## src/rtl/sweep_pkg.sv

```systemverilog
package sweep_pkg;
  typedef enum logic [1:0] {
    DEST_FREQ  = 2'b00,
    DEST_PHASE = 2'b01,
    DEST_RSV2  = 2'b10,
    DEST_RSV3  = 2'b11
  } sweep_dest_e;

  typedef enum logic {
    DIR_DOWN = 1'b0,
    DIR_UP   = 1'b1
  } sweep_dir_e;
endpackage

```

## src/rtl/sweep_trig_ctrl.sv

```systemverilog
module sweep_trig_ctrl
  import sweep_pkg::*;
(
  input  logic       clk,
  input  logic       rst_n,
  input  logic       trig_in,
  output sweep_dir_e dir,
  output logic       trig_event
);
  logic trig_q;
  logic trig_prev;

  always_ff @(posedge clk) begin
    if (!rst_n) begin
      trig_q    <= 1'b0;
      trig_prev <= 1'b0;
    end else begin
      trig_q    <= trig_in;
      trig_prev <= trig_q;
    end
  end

  // Direction follows the registered level; any change marks a new sweep.
  assign dir        = trig_q ? DIR_UP : DIR_DOWN;
  assign trig_event = trig_q ^ trig_prev;
endmodule

```

## src/rtl/sweep_rate_timer.sv

```systemverilog
module sweep_rate_timer #(
  parameter int RATE_W = 16
) (
  input  logic              clk,
  input  logic              rst_n,
  input  logic              active,
  input  logic              running,
  input  logic              io_update,
  input  logic              load_at_upd,
  input  logic [RATE_W-1:0] ramp_rate,
  output logic              tick
);
  logic [RATE_W-1:0] cnt_q;
  logic              zero;

  assign zero = (cnt_q == '0);
  assign tick = running && zero;

  always_ff @(posedge clk) begin
    if (!rst_n) begin
      cnt_q <= '0;
    end else if (!active) begin
      cnt_q <= ramp_rate;
    end else if (io_update && load_at_upd) begin
      cnt_q <= ramp_rate;
    end else if (running) begin
      if (zero) cnt_q <= ramp_rate;
      else      cnt_q <= cnt_q - 1'b1;
    end
  end
endmodule

```

## src/rtl/sweep_step_calc.sv

```systemverilog
module sweep_step_calc
  import sweep_pkg::*;
#(
  parameter int ACC_W = 32
) (
  input  logic [ACC_W-1:0] acc,
  input  logic [ACC_W-1:0] lo_lim,
  input  logic [ACC_W-1:0] hi_lim,
  input  logic [ACC_W-1:0] delta,
  input  sweep_dir_e       dir,
  output logic [ACC_W-1:0] next_val,
  output logic             at_limit
);
  logic [ACC_W-1:0] gap_up;
  logic [ACC_W-1:0] gap_dn;
  logic             reach_up;
  logic             reach_dn;

  assign gap_up   = hi_lim - acc;
  assign gap_dn   = acc - lo_lim;
  assign reach_up = (acc >= hi_lim) || (gap_up <= delta);
  assign reach_dn = (acc <= lo_lim) || (gap_dn <= delta);

  // A step is only added when the remaining gap exceeds delta, so no wrap.
  always_comb begin
    if (dir == DIR_UP) begin
      at_limit = reach_up;
      next_val = reach_up ? hi_lim : acc + delta;
    end else begin
      at_limit = reach_dn;
      next_val = reach_dn ? lo_lim : acc - delta;
    end
  end
endmodule

```

## src/rtl/sweep_aux_acc.sv

```systemverilog
module sweep_aux_acc
  import sweep_pkg::*;
#(
  parameter int ACC_W = 32
) (
  input  logic             clk,
  input  logic             rst_n,
  input  logic             active,
  input  logic             clear_hit,
  input  logic             tick,
  input  logic             trig_event,
  input  logic             no_dwell,
  input  logic             state_trig,
  input  sweep_dir_e       dir,
  input  logic [ACC_W-1:0] start_val,
  input  logic [ACC_W-1:0] end_val,
  input  logic [ACC_W-1:0] delta,
  output logic [ACC_W-1:0] acc,
  output logic             done
);
  logic [ACC_W-1:0] acc_q;
  logic             done_q;
  logic [ACC_W-1:0] next_val;
  logic             at_limit;
  logic [ACC_W-1:0] snap_val;

  sweep_step_calc #(.ACC_W(ACC_W)) u_step (
    .acc      (acc_q),
    .lo_lim   (start_val),
    .hi_lim   (end_val),
    .delta    (delta),
    .dir      (dir),
    .next_val (next_val),
    .at_limit (at_limit)
  );

  assign snap_val = (dir == DIR_UP) ? start_val : end_val;

  always_ff @(posedge clk) begin
    if (!rst_n) begin
      acc_q  <= '0;
      done_q <= 1'b0;
    end else if (!active) begin
      acc_q  <= start_val;
      done_q <= 1'b0;
    end else if (clear_hit) begin
      acc_q  <= '0;
      done_q <= 1'b0;
    end else begin
      if (tick) begin
        if (at_limit && no_dwell) acc_q <= snap_val;
        else                      acc_q <= next_val;
      end
      if (trig_event)            done_q <= 1'b0;
      else if (tick && at_limit) done_q <= !(no_dwell && state_trig);
    end
  end

  assign acc  = acc_q;
  assign done = done_q;
endmodule

```

## src/rtl/sweep_ramp_gen.sv

```systemverilog
module sweep_ramp_gen
  import sweep_pkg::*;
#(
  parameter int ACC_W  = 32,
  parameter int RATE_W = 16
) (
  input  logic              clk,
  input  logic              rst_n,
  input  logic              sweep_en,
  input  logic              acc_en,
  input  logic [1:0]        dest,
  input  logic              no_dwell,
  input  logic              state_trig,
  input  logic              load_at_upd,
  input  logic              autoclear,
  input  logic [ACC_W-1:0]  start_val,
  input  logic [ACC_W-1:0]  end_val,
  input  logic [ACC_W-1:0]  delta,
  input  logic [RATE_W-1:0] ramp_rate,
  input  logic              trig_in,
  input  logic              io_update,
  output logic [ACC_W-1:0]  sweep_val,
  output logic              is_phase,
  output logic              done
);
  logic       active;
  logic       running;
  logic       clear_hit;
  logic       tick;
  logic       trig_event;
  sweep_dir_e dir;

  assign active    = sweep_en && acc_en;
  assign running   = active && !done;
  assign clear_hit = active && autoclear && io_update;
  assign is_phase  = (sweep_dest_e'(dest) == DEST_PHASE);

  sweep_trig_ctrl u_trig (
    .clk        (clk),
    .rst_n      (rst_n),
    .trig_in    (trig_in),
    .dir        (dir),
    .trig_event (trig_event)
  );

  sweep_rate_timer #(.RATE_W(RATE_W)) u_timer (
    .clk         (clk),
    .rst_n       (rst_n),
    .active      (active),
    .running     (running),
    .io_update   (io_update),
    .load_at_upd (load_at_upd),
    .ramp_rate   (ramp_rate),
    .tick        (tick)
  );

  sweep_aux_acc #(.ACC_W(ACC_W)) u_acc (
    .clk        (clk),
    .rst_n      (rst_n),
    .active     (active),
    .clear_hit  (clear_hit),
    .tick       (tick),
    .trig_event (trig_event),
    .no_dwell   (no_dwell),
    .state_trig (state_trig),
    .dir        (dir),
    .start_val  (start_val),
    .end_val    (end_val),
    .delta      (delta),
    .acc        (sweep_val),
    .done       (done)
  );
endmodule

```

## config.mk

```make
export PLATFORM = sky130hd
export DESIGN_NAME = sweep_ramp_gen
export DESIGN_NICKNAME = d
export VERILOG_FILES = /design/src/rtl/sweep_pkg.sv /design/src/rtl/sweep_trig_ctrl.sv /design/src/rtl/sweep_rate_timer.sv /design/src/rtl/sweep_step_calc.sv /design/src/rtl/sweep_aux_acc.sv /design/src/rtl/sweep_ramp_gen.sv
export SDC_FILE = /design/constraint.sdc
export NUM_CORES = 1
export LEC_CHECK = 0
export BUFFER_PORTS_ARGS = -buffer_cell sky130_fd_sc_hd__buf_2
export CAP_MARGIN = 20
export CORE_ASPECT_RATIO = 1.4
export CORE_MARGIN = 1
export CORE_UTILIZATION = 44
export DETAILED_ROUTE_END_ITERATION = 6
export PLACE_DENSITY_LB_ADDON = 0.25
export SYNTH_ARGS = -nofsm -noshare
export SYNTH_HDL_FRONTEND = slang
export SYNTH_SLANG_ARGS = --single-unit
```

## constraint.sdc

```tcl
create_clock -name clk -period 7.5 [get_ports clk]
set_clock_uncertainty 0.05 [all_clocks]
set_input_delay 1.125 -clock clk [delete_from_list [all_inputs] [get_ports clk]]
set_output_delay 1.125 -clock clk [all_outputs]
set_load 0.01 [all_outputs]
```

==> flow_summary.yaml, run 1 <==
finish:
  drive_above_1_share_pct: 13.49
  areaGrowthSynthToFinish_pct: 11.89
  number_of_nets_in_the_layout: 2143
  design_area_mm2: 0.01337
route:
  wl_mm: 46.44
  avgViaCountPerCell: 6.184
  drt_iter0_drc: 1085
  vias: 13540
  ant_nets: 0
  remaining_drc_errors: 0
  drtPass1Iterations: 6
  routed_wirelength_normalized_by_instance_count_um: 21.21
die:
  io-pin-count: 158
  chipHeight_um: 197.0
  rows: 71
  die_outline_area_mm2: 0.02783
  chipWidth_um: 141.3
  floorplan.core_area_mm2: 0.02674
  effective_utilization_at_floorplan_pct: 44.69
global_route:
  first_global_vias: 12940
  wire_length_of_the_first_global_routing_pass_mm: 71.09
  globalRouteMet1Util_pct: 37.57
  global_route.usage.met2_pct: 56.60
  grt_max_degree: 51
  track_usage_pct: 33.15
  global_route.usage.met3_pct: 3.207
  initial_antenna_violation_count: 1
  globalRouteOverflowTotal: 0
  top_usage_layer: "met2"
sta:
  fin_tns_setup_ns: 0
  final_max_slew_viol_count: 0
  grt_setup_unrepaired: "false"
  timing.final.setup_violations: 0
  hold_viol: 0
  transition_time_at_the_pin_with_the_least_slew_margin_ns: 1.118
  worst_slew_margin_rel_pct: 25.20
  timing.final.crit_share_pct: 92.00
  fin_crit_ns: 6.900
  fmax_ghz: 0.1449
synth:
  synth-simple-area-share_pct: 19.82
  top_area_cell_type_share_of_the_netlist_area_pct: 20.10
  library_cell_with_the_highest_instance_count_after_synthesis: "ha_1"
  mux_share_of_post_synthesis_cell_area_pct: 1.403
  syn_nets: 2016
  seq_area_frac_synth_pct: 8.544
  synthesis.area_per_instance_um2: 7.046
  post_synth_instance_area_mm2: 0.01195
  number_of_register_bits_inferred_by_synthesis: 51
  yosys_most_used_dff: "dfxtp_1"
  synth_top_cells_by_count: "ha_1, a21oi_1, inv_1, nand2_1, o21ai_0"
  synth_xor_xnor_area_share_pct: 7.476
  post_synth_fa_ha_maj_area_fraction_pct: 20.77
  ys_top_cells_by_area: "ha_1, dfxtp_1, a21oi_1"
  synth_top_cell_by_area: "ha_1"
  synth_warnings: 0
  count_of_flip_flops_with_a_built_in_enable_after_synthesis: 0
  synth-compound-area-share_pct: 34.52
  post_syn_instances: 1696
  synth_top_family_by_area: "compound AO/OA/AOI/OAI gates"
  yosys.cell_types.count: 91
  async_flop_share_pct: 0
setup_path:
  cp_data_arrival_time_ns: 7.04
  critPathKind: "input port to flop"
  reg2reg_slack_ns: 0.79
  worstPathRequired_ns: 7.64
  crit_fanout: 21
  worst_setup_path_end_kind: "flop"
  r2r.worst_path.cells: 26
  start_kind: "input port"
  worst_r2r_endpoint: "u_acc.acc[3]$_SDFFE_PN0P_"
  reg2reg_start: "u_acc.acc[1]$_SDFFE_PN0P_"
clocking:
  clock_insertion_delay_worst_skew_ns: 0.31
  cts_root_buffer_type: "clkbuf_16"
  cts-buffers-inserted: 5
  clkTransAtPathRegs_ns: 0.08
  clk_path_buf_depth: 2
  depth_of_the_cts_h_tree: 2
  cts.sinks: 51
  cts_tree: "yes"
placement:
  buffer_ports.inserted: 157
  post_place_cell_area_mm2: 0.01320
  gp_congestion: 1.035
  dp.final_hpwl_mm: 38.01
pwr:
  totalPowerFinal_uw: 1836
  total_power_per_unit_cell_area_mw_per_mm2: 137.3
  leakage_uw: 0.006370
  ir_drop_mv: 0.08821
min_path:
  min_path_cells: 2
  timing.hold.worst.class: "flop to flop"
  holdCritStartpoint: "u_timer.cnt_q[3]$_SDFFE_PN0P_"
  min_delay_worst_endpoint: "u_timer.cnt_q[3]$_SDFFE_PN0P_"
outcome:
  outcome: "complete, no violations"
flow_run:
  maxCapViolations: 0
## placed cells by master (no fill, tap or decap), types with 6 or more instances in the layout
master    instances
o21bai_1         22
and4_1            7
inv_1           150
xnor2_1          76
nor2_1          115
dfxtp_1          51
mux2i_1          10
nor3_1           38
a22oi_1           7
nor2b_1          32
and2_1            9
o21a_1           21
nor4_1            6
o31ai_1          10
o211ai_2          6
a211oi_1         18
a21oi_1         170
ha_1            192
nand3_1          33
a41oi_1           9
nand4_1          30
or3_1             8
buf_2           157
nand2_1         150
and3_1           10
a31oi_1          31
nand2b_1         23
o21ai_0         122
a221oi_1         20
o211ai_1         40
buf_4            32
xor2_1           26
a21o_1           61
## report_power, final
part / total [uW] / leakage [uW] / switching [uW] / internal [uW]
clock network: 260 / 0.0000664 / 134 / 126
registers: 326 / 0.000424 / 35.8 / 291
logic: 1250 / 0.00588 / 743 / 507
total: 1840 / 0.00637 / 912 / 924
## state kept, by name (all words and copies together), names as in the netlist
signal,cells
u_timer.cnt_q,16
u_acc.acc,32
u_acc.done,1
u_trig.trig_prev,1
u_trig.trig_q,1
## cell families (layout without fill, tap and decap cells)
| logic type | Yosys count | after routing |
|---|---|---|
| XOR/XNOR | 102 | 102 |
| adder cells (fa/ha/maj) | 196 | 196 |
| buffers and inverters | 224 | 352 |
| flip-flops | 51 | 51 |
| AO/OA/AOI/OAI | 618 | 618 |
| multiplexers | 15 | 15 |
| other | 0 | 1 |
| AND/OR/NAND/NOR | 490 | 490 |
## timing repair
action	in CTS	in global routing
hold buffers	0	0
setup buffers	0	0
resized for setup	0	2
endpoints found under the setup margin	0	17
## per-layer routing
layer	up-vias	part of all wire [%]
met2	630	47
met5	-	0
met1	6253	38
met4	0	8.5
li1	6466	-
met3	194	5.8
## worst max-delay path by stage
stage | from | to | slack (ns) | cells after the start
final | end_val[11] | u_acc.acc[3]$_SDFFE_PN0P_ | 0.60 | 26
after global routing | end_val[11] | u_acc.acc[7]$_SDFFE_PN0P_ | 0.15 | 27
after CTS | end_val[11] | u_acc.acc[7]$_SDFFE_PN0P_ | 0.47 | 27
after detailed placement | end_val[11] | u_acc.acc[7]$_SDFFE_PN0P_ | 0.16 | 27
after global placement | end_val[11] | u_acc.acc[7]$_SDFFE_PN0P_ | 0.37 | 27
after floorplan | end_val[11] | u_acc.acc[19]$_SDFFE_PN0P_ | 1.37 | 25
## cell type report
class	count	area, um2
diodes	1	2.502
clock buffers	5	125.1
clock inverters	3	23.77
fillers	2732	13370
inverters	151	566.8
multi-input cells	1421	10080
flip-flops and latches	51	1021
well taps	365	456.7
repair buffers	193	1097
## worst max-delay path: stages
cell and delay [ns]:
buf_2 0.13, ha_1 0.39, a21o_1 0.19, a21oi_1 0.19
o21bai_1 0.12, a21o_1 0.20, a2111oi_0 0.40, a311oi_1 0.20
a211oi_2 0.38, o21ai_1 0.20, or2_2 0.35, a41oi_1 0.24
xnor2_1 0.10, ha_1 0.31, nand4_1 0.12, nor3_2 0.31
o21ai_0 0.13, o21ai_0 0.22, a31o_2 0.19, a211oi_4 0.06
nor2_4 0.35, buf_4 0.36, buf_4 0.25, a21oi_1 0.08
a221oi_1 0.30, a21oi_1 0.11
## per-stage QoR
| stage | utilization [%] | setup WS [ns] | instances | hold slack [ns] |
|---|---|---|---|---|
| 5_1_grt | 50.00 | 0.1485 | 2189 | 0.4678 |
| 3_3_place_gp | 49.36 | 0.3722 | 2180 | 0.4157 |
| 3_5_place_dp | 49.36 | 0.1585 | 2180 | 0.4236 |
| 4_1_cts | 49.92 | 0.4687 | 2188 | 0.4352 |
| 6_report | 50.01 | 0.6001 | 2190 | 0.4322 |
| 2_1_floorplan | - | 1.367 | 1696 | 0.3961 |
(Power assumes the default switching activity.)
==> run 2: changes to the inputs <==
--- a/config.mk
+++ b/config.mk
@@ -12,6 +12,8 @@
 export CORE_UTILIZATION = 44
 export DETAILED_ROUTE_END_ITERATION = 6
 export PLACE_DENSITY_LB_ADDON = 0.25
+export REMOVE_ABC_BUFFERS = 1
 export SYNTH_ARGS = -nofsm -noshare
 export SYNTH_HDL_FRONTEND = slang
+export SYNTH_HIERARCHICAL = 1
 export SYNTH_SLANG_ARGS = --single-unit
==> run 2 against run 1 <==
  * Core utilization down 1.4 points
  * Total power increased by 12%
  * Maximum frequency increased by 3.7%
  * Routed wire length decreased by 3.6%
  * Flip-flop and latch count stayed put
  * Register-to-register slack gained 0.28 ns
  * Setup slack improved by 0.25 ns
  * Global-route usage is 2.4 points lower
  * Critical path type unchanged
  * Via count is 1.5% lower
  * First-iteration DRC count is 17% lower
==> flow_summary.yaml, run 2 <==
setup_path:
  worstPathRequired_ns: 7.72
  crit_fanout: 18
  cp_data_arrival_time_ns: 6.88
  critPathKind: "input port to flop"
  worst_setup_path_end_kind: "flop"
  reg2reg_slack_ns: 1.07
  start_kind: "input port"
finish:
  registers.top_by_ff_count: "u_acc/acc"
  layout.cells.most_common: "a21oi_1"
  number_of_nets_in_the_layout: 2144
  antenna_cells: 0
  fin_util_pct: 48.64
  fillerInstances: 2927
  leading_cell_types_in_the_layout_fill_and_taps_excluded: "a21oi_1, ha_1, buf_2"
  reg.largest.list: "u_acc/acc: 32 flops, u_timer/cnt_q: 16 flops"
  layout.area.seq_mm2: 0.001025
  areaGrowthSynthToFinish_pct: 7.994
  largest_register_ff_count: 32
  multi_input_logic_area_mm2: 0.01045
  drive_above_1_share_pct: 12.11
route:
  vias: 13340
  avgViaCountPerCell: 6.079
  remaining_drc_errors: 0
  routed_wirelength_normalized_by_instance_count_um: 20.39
  ant_nets: 0
  drt_iter0_drc: 902
  wl_mm: 44.76
  drtPass1Iterations: 5
pwr:
  total_power_per_unit_cell_area_mw_per_mm2: 152.1
  ir_drop_mv: 0.1004
  leakage_uw: 0.006248
clocking:
  postCtsHoldBufs: 0
  clk_path_buf_depth: 2
  depth_of_the_cts_h_tree: 2
  cts_tree: "yes"
  cts_root_buffer_type: "clkbuf_16"
  ctsResizeCount: 0
  cts-buffers-inserted: 5
  cts_post_setup_buffers_inserted: 0
  clock_insertion_delay_worst_skew_ns: 0.34
  clkTransAtPathRegs_ns: 0.11
  cts.sinks: 51
synth:
  synthesis.area_per_instance_um2: 7.213
  synth_top_cell_by_area: "ha_1"
  count_of_flip_flops_with_a_built_in_enable_after_synthesis: 0
  seq_area_frac_synth_pct: 8.144
  yosys.cell_types.count: 94
  library_cell_with_the_highest_instance_count_after_synthesis: "a21oi_1"
  post_syn_instances: 1738
  top_area_cell_type_share_of_the_netlist_area_pct: 19.16
  async_flop_share_pct: 0
  number_of_register_bits_inferred_by_synthesis: 51
  synth_warnings: 6
  yosys_most_used_dff: "dfxtp_1"
  synth_top_cells_by_count: "a21oi_1, ha_1, inv_1, nor2_1, nand2_1"
  post_synth_instance_area_mm2: 0.01254
  ys_top_cells_by_area: "ha_1, dfxtp_1, a21oi_1"
placement:
  buffer_ports.inserted: 157
  gp_congestion: 0.9623
  dp.final_hpwl_mm: 36.01
die:
  chipHeight_um: 201.7
  floorplan.core_area_mm2: 0.02784
  rows: 72
  die_outline_area_mm2: 0.02918
  io-pin-count: 158
  effective_utilization_at_floorplan_pct: 45.04
  chipWidth_um: 144.7
global_route:
  first_global_vias: 13060
  initial_antenna_violation_count: 0
  globalRouteOverflowTotal: 0
  grt_max_degree: 65
  wire_length_of_the_first_global_routing_pass_mm: 69.88
  track_usage_pct: 30.72
sta:
  timing.final.setup_violations: 0
  timing.final.crit_share_pct: 88.73
  final_max_slew_viol_count: 0
  fmax_ghz: 0.1503
  fin_crit_ns: 6.655
  worst_slew_margin_rel_pct: 42.54
  transition_time_at_the_pin_with_the_least_slew_margin_ns: 0.8619
  grt_setup_unrepaired: "false"
  hold_viol: 0
  whs_ns: 0.4650
min_path:
  timing.hold.worst.class: "flop to flop"
flow_run:
  maxCapViolations: 0
outcome:
  outcome: "complete, no violations"
==> run 2: cell count changes after synthesis, sizes merged, moves of 17 or more <==
cell and delta:
nand2 -47, mux2i +38, a211o +32, a21oi +30, nand2b +28, o211ai -22
a31oi +20, buf +17
==> run 2: routing by layer <==
layer,vias to the layer above,routed length (um),GRT usage [%]
met1,6250,17450,33.57
li1,6537,-,-
met4,0,2300,16.39
met5,-,0,0
met2,426,23190,56.95
met3,130,1818,2.927
==> run 2: worst max-delay path, stage by stage <==
cell      delay [ns]
buf_2           0.13
ha_1            0.22
fa_1            0.40
and2b_1         0.25
o31ai_2         0.10
a31oi_4         0.22
o211ai_2        0.13
o31a_1          0.38
o21bai_1        0.26
a21oi_1         0.17
o21ai_0         0.32
a31oi_1         0.15
xnor2_1         0.14
ha_1            0.29
nand4_1         0.14
nor4b_1         0.42
o41ai_1         0.16
o211a_1         0.15
a211o_2         0.45
buf_4           0.27
nor3_1          0.21
a211oi_1        0.07
a21oi_1         0.16
a21oi_1         0.06
a211o_1         0.30
a31oi_1         0.16
==> run 2: path summary, 6_finish.rpt <==
| path | from | to | cells after the start |
|---|---|---|---|
| setup / recovery | start_val[0] | u_acc/acc[22]$_SDFFE_PN0P_ | 26 |
| hold / removal | u_timer/cnt_q[14]$_SDFFE_PN0P_ | u_timer/cnt_q[14]$_SDFFE_PN0P_ | 2 |
| setup reg to reg | u_acc/acc[1]$_SDFFE_PN0P_ | u_acc/acc[14]$_SDFFE_PN0P_ | 25 |
| hold reg to reg | u_timer/cnt_q[14]$_SDFFE_PN0P_ | u_timer/cnt_q[14]$_SDFFE_PN0P_ | 2 |
==> run 2: area by class of cell <==
| cell class | instances | area share (%) |
|---|---|---|
| multi-input combinational | 1446 | 77.15 |
| clock inverter | 3 | 0.1941 |
| sequential | 51 | 7.569 |
| inverter | 151 | 4.186 |
| timing repair buffer | 169 | 6.561 |
| clock buffer | 5 | 0.9241 |
| tap | 370 | 3.419 |
==> run 2: cells by family after synthesis <==
family / count (synthesis) / share of synthesized area, %
mux: 48 / 3.832
compound gates: 635 / 33.13
simple gates: 458 / 18.84
xor+xnor: 109 / 7.615
buf+inv: 241 / 8.633
fa+ha+maj: 196 / 19.80
flops: 51 / 8.144
==> run 2: per-stage QoR <==
step           setup slack (ns)  cells  total power (uW)  TNS, ns  area [um2]
3_5_place_dp             0.5458   2187              1745        0       13390
2_1_floorplan          -0.07809   1648              1345   -2.472       12020
4_1_cts                  0.8598   2195              2040        0       13540
6_report                 0.8452   2195              2060        0       13540
5_1_grt                  0.4303   2195              2215        0       13540
3_3_place_gp             0.6194   2187              1731        0       13390
==> run 2: power by group <==
part | internal, uW | switching [uW] | leakage [uW]
Combinational | 576 | 857 | 0.00575
Clock | 129 | 157 | 0.0000748
Sequential | 294 | 47.3 | 0.000425
Total | 998 | 1060 | 0.00625
